**config.mk**
```make
export PLATFORM = sky130hd
export DESIGN_NAME = mseq_sequencer
export DESIGN_NICKNAME = d
export VERILOG_FILES = /design/src/rtl/mseq_pkg.sv /design/src/rtl/mseq_cond_mux.sv /design/src/rtl/mseq_next_addr.sv /design/src/rtl/mseq_sequencer.sv
export SDC_FILE = /design/constraint.sdc
export NUM_CORES = 1
export LEC_CHECK = 0
export ABC_CLOCK_PERIOD_IN_PS = 2980
export BUFFER_PORTS_ARGS = -buffer_cell sky130_fd_sc_hd__clkbuf_2
export CORE_AREA = 2 2 39 41
export DETAILED_ROUTE_END_ITERATION = 16
export DIE_AREA = 0 0 41 43
export GPL_ROUTABILITY_DRIVEN = 0
export PLACE_DENSITY = 0.7
export SLEW_MARGIN = 20
export SYNTH_ARGS = -nofsm -noshare
export SYNTH_HDL_FRONTEND = slang
export SYNTH_HIERARCHICAL = 1
export SYNTH_SLANG_ARGS = --single-unit
export TNS_END_PERCENT = 50
```
**constraint.sdc**
```tcl
create_clock -name clk -period 2.98 [get_ports clk]
set_clock_uncertainty 0.15 [all_clocks]
set_input_delay 0.298 -clock clk [delete_from_list [all_inputs] [get_ports clk]]
set_output_delay 0.298 -clock clk [all_outputs]
set_load 0.005 [all_outputs]
```
**src/rtl/mseq_pkg.sv**
```systemverilog
package mseq_pkg;

   // Next-address source codes carried in the microinstruction select field
   typedef enum logic [1:0] {
      SRC_STEP = 2'b00,
      SRC_CJMP = 2'b01,
      SRC_JMP  = 2'b10,
      SRC_MAP  = 2'b11
   } src_sel_e;

endpackage

```
**src/rtl/mseq_cond_mux.sv**
```systemverilog
module mseq_cond_mux #(
   parameter int COND_W = 4,
   parameter int IDX_W  = (COND_W > 1) ? $clog2(COND_W) : 1
) (
   input  logic [COND_W-1:0] cond_in,
   input  logic [IDX_W-1:0]  cond_idx,
   output logic              cond_hit
);

   initial begin
      if (COND_W < 1)
         $error("mseq_cond_mux: COND_W must be at least 1");
      if ((1 << IDX_W) < COND_W)
         $error("mseq_cond_mux: IDX_W too narrow for COND_W");
   end

   generate
      if (COND_W == 1) begin : g_single
         // one line only: any non-zero index is out of range and reads false
         assign cond_hit = cond_in[0] & (cond_idx == '0);
      end else begin : g_multi
         always_comb begin
            if (int'(cond_idx) < COND_W)
               cond_hit = cond_in[cond_idx];
            else
               cond_hit = 1'b0;
         end
      end
   endgenerate

endmodule

```
**src/rtl/mseq_next_addr.sv**
```systemverilog
module mseq_next_addr
   import mseq_pkg::*;
#(
   parameter int ADDR_W = 6,
   parameter logic [ADDR_W-1:0] INIT_A = '0
) (
   input  logic [ADDR_W-1:0] car,
   input  logic              start,
   input  logic [1:0]        sel,
   input  logic              cond_hit,
   input  logic [ADDR_W-1:0] br_addr,
   input  logic [ADDR_W-1:0] map_addr,
   output logic [ADDR_W-1:0] nxt
);

   logic [ADDR_W-1:0] step_addr;
   src_sel_e          src;

   // modulo 2^ADDR_W increment: the top address wraps to zero
   assign step_addr = car + ADDR_W'(1);
   assign src       = src_sel_e'(sel);

   always_comb begin
      if (start) begin
         nxt = INIT_A;
      end else begin
         unique case (src)
            SRC_STEP: nxt = step_addr;
            SRC_CJMP: nxt = cond_hit ? br_addr : step_addr;
            SRC_JMP:  nxt = br_addr;
            SRC_MAP:  nxt = map_addr;
            default:  nxt = step_addr;
         endcase
      end
   end

endmodule

```
**src/rtl/mseq_sequencer.sv**
```systemverilog
module mseq_sequencer
   import mseq_pkg::*;
#(
   parameter int ADDR_W    = 6,
   parameter int COND_W    = 4,
   parameter int INIT_ADDR = 0,
   parameter int IDX_W     = (COND_W > 1) ? $clog2(COND_W) : 1
) (
   input  logic              clk,
   input  logic              rst_n,
   input  logic              start,
   input  logic [1:0]        sel,
   input  logic [IDX_W-1:0]  cond_idx,
   input  logic [ADDR_W-1:0] br_addr,
   input  logic [COND_W-1:0] cond_in,
   input  logic [ADDR_W-1:0] map_addr,
   output logic [ADDR_W-1:0] car
);

   localparam logic [ADDR_W-1:0] INIT_A = ADDR_W'(INIT_ADDR);
   localparam logic [ADDR_W-1:0] TOP_A  = '1;

   initial begin
      if (ADDR_W < 2 || ADDR_W > 30)
         $error("mseq_sequencer: ADDR_W out of range");
      if (INIT_ADDR < 0 || INIT_ADDR >= (1 << ADDR_W))
         $error("mseq_sequencer: INIT_ADDR does not fit ADDR_W");
   end

   logic              cond_hit;
   logic [ADDR_W-1:0] nxt;
   logic [ADDR_W-1:0] car_q;

   mseq_cond_mux #(
      .COND_W (COND_W),
      .IDX_W  (IDX_W)
   ) u_cond (
      .cond_in  (cond_in),
      .cond_idx (cond_idx),
      .cond_hit (cond_hit)
   );

   mseq_next_addr #(
      .ADDR_W (ADDR_W),
      .INIT_A (INIT_A)
   ) u_next (
      .car      (car_q),
      .start    (start),
      .sel      (sel),
      .cond_hit (cond_hit),
      .br_addr  (br_addr),
      .map_addr (map_addr),
      .nxt      (nxt)
   );

   // the only clocked element: the control address register
   always_ff @(posedge clk or negedge rst_n) begin
      if (!rst_n)
         car_q <= INIT_A;
      else
         car_q <= nxt;
   end

   assign car = car_q;

   p_step_r2: assert property (@(posedge clk) disable iff (!rst_n)
      (!start && sel == 2'b00) |=> (car == $past(car) + ADDR_W'(1)));

   p_wrap_r3: assert property (@(posedge clk) disable iff (!rst_n)
      (!start && sel == 2'b00 && car == TOP_A) |=> (car == '0));

   p_cjmp_taken_r4: assert property (@(posedge clk) disable iff (!rst_n)
      (!start && sel == 2'b01 && cond_hit) |=> (car == $past(br_addr)));

   p_cjmp_fall_r5: assert property (@(posedge clk) disable iff (!rst_n)
      (!start && sel == 2'b01 && !cond_hit) |=> (car == $past(car) + ADDR_W'(1)));

   p_jmp_r6: assert property (@(posedge clk) disable iff (!rst_n)
      (!start && sel == 2'b10) |=> (car == $past(br_addr)));

   p_map_r7: assert property (@(posedge clk) disable iff (!rst_n)
      (!start && sel == 2'b11) |=> (car == $past(map_addr)));

   p_start_r8: assert property (@(posedge clk) disable iff (!rst_n)
      start |=> (car == INIT_A));

   p_cond_r9: assert property (@(posedge clk) disable iff (!rst_n)
      (int'(cond_idx) >= COND_W) |-> !cond_hit);

endmodule

```
==> reports/summary.txt <==
status: complete, no violations
layout cells sized above 1: 0.400
DR vias/cell: 5.29
Reg clk slew, reported paths: 0.04 ns
RSZ-0062 raised after global routing: false
Post-DP Area: 619 sq um
simple-gate portion of the synthesized area: 0.173
pins over their slew limit: 0
GRT Total Usage: 0.149
DR pass1 iterations: 4
Yosys reg bits: 6
Tcrit/Tclk final: 0.516
dpl hpwl: 927 um
routed vias: 534
Synthesized Nets: 80
LEAKAGE: 0.328 nW
DR DRC count: 0
Hold Path Class: input port to flop
Mean Syn Cell Area: 8.78 sq um
worst path required time: 2.99 ns
CTS sink cnt: 6
Crit. End Element: flop
fin cells: 101
clock tree buffer depth: 2
WL per Instance: 11.3 um
port bufs: 28
Num CTS Buffers: 3
largest family of logic cells by synthesized area: compound AO/OA/AOI/OAI gates
Synth Area in XOR/XNOR: 0.0712
initial antenna violation count: 0
max reg flops: 6
Die X: 41 um
most frequent cells in the layout: clkbuf_2 (28), dfrtp_1 (6), nand2_1 (6), a21oi_1 (6)
mux share of post-synthesis cell area: 0.0662
Async S/R FF share, synth: 1.00
worst-path fanout max: 6
Routed Antenna Nets: 0
Main synth FF type: dfrtp_1
final setup fails: 0
final hold vios: 0
global-route wire length before repair: 1790 um
worst-margin pin slew: 0.282 ns
Fmax achieved: 0.651 GHz
initial core utilization: 0.355
Seq/Total Area, Yosys: 0.305
pwr/cell area: 366 mW/mm^2
total gr overflow: 0
mapped cell area: 492 sq um
setup ws final: 1.44 ns
post-layout min period: 1.54 ns
ANT cells: 0
Core ar.: 0.00138 sq mm
final net count: 111
adder-cell share of the synthesized area: 0.0254
Sum Neg Setup Slack: 0 ns
fin area: 652 sq um
vias in the first global route: 475
CTS H-tree depth: 1
initial drt markers: 11
commonest non-fill, non-tap cell in the layout: clkbuf_2
CP Class: input port to flop
Die H: 43 um
largest net degree at the start of global routing: 17
Layout area overhead: 32.6%
Die Area: 0.00176 sq mm
slew margin rel.: 0.810
IO Pins: 29
WL final: 1140 um
Synth Instances: 56
Std-Cell Rows: 14
dpl ws: 1.21 ns
synth warn: 6
post-CTS setup buffer count: 0
Synth Area in Compound Gates: 0.277
Setup crit start kind: input port
Netlist cell types: 24
Placed Instances: 97
Max Cap Viol: 0
Skew-Pair Late Insertion Delay: 0.24 ns
VDD IR-drop max: 0.114 mV
EDFF count, synth: 0
CP arrival: 1.54 ns
TritonCTS clock tree: built
CTS root buf: clkbuf_4
logic make-up (layout without fill, tap and decap cells):
family / count (synthesis) / count (layout)
AOI/OAI and AO/OA: 21 / 21
xor gates and xnor gates: 4 / 4
adders and majority gates: 1 / 1
buffers and inverters: 5 / 34
DFF: 6 / 6
muxes: 2 / 2
and+or+nand+nor: 17 / 17
repair_timing:
action / 4_1_cts / 5_1_grt
gates resized for setup: 0 / 0
hold buffers: 1 / 0
hold endpoints to repair: 6 / 0
report_power, final:
group	switching, W	internal [W]
Sequential	0.00000698	0.0000890
Clock	0.0000261	0.0000453
Combinational	0.0000348	0.0000363
final timing paths:
path,from,end,cells after the start,slack (ns)
hold reg to reg,car[5],car[5],2,0.44
min in group asynchronous,rst_n,car[0],2,0.27
hold / removal,br_addr[2],car[2],3,0.13
setup reg to reg,car[0],car[2],4,1.62
max in group asynchronous,rst_n,car[2],2,2.26
setup / recovery,cond_idx[0],car[5],5,1.44
final cells by class:
cell class	count	area, sq um
repair buffers	29	150
clock buffers	3	22.5
flip-flops and latches	6	150
multi-input cells	45	302
fillers	144	732
inverters	2	7.51
well taps	16	20.0
cell usage after synthesis, types with 2 or more instances:
library cell  n  area (sq um)
clkbuf_8      2          27.5
nand2_1       6          22.5
inv_1         2          7.51
or2b_1        2          15.0
xor2_1        2          17.5
a211oi_1      2          15.0
o22ai_1       4          25.0
xnor2_1       2          17.5
a21oi_1       6          30.0
nand3_1       2          10.0
a31oi_1       2          12.5
nor2_1        4          15.0
o21ai_0       3          15.0
dfrtp_1       6           150
a32oi_1       2          17.5
metal layers:
layer	share of wire	track usage	routed length [um]
met1	0.42	0.186	476
met2	0.49	0.228	561
met5	0	0	0
met3	0.073	0	83
met4	0.019	0.120	22
per-stage QoR:
stage	total power [W]	util	hold WS (ns)
2_1_floorplan	0.000138	-	-0.148
3_3_place_gp	0.000166	0.448	-0.0235
6_report	0.000239	0.471	0.132
4_1_cts	0.000244	0.471	0.121
3_5_place_dp	0.000167	0.448	-0.0209
5_1_grt	0.000258	0.471	0.140
worst max-delay path: stages:
cell	delay, ns
clkbuf_2	0.09
mux4_2	0.56
a21oi_1	0.25
or2b_1	0.25
o22ai_1	0.10
No activity file was read; power rests on OpenSTA's default activity.
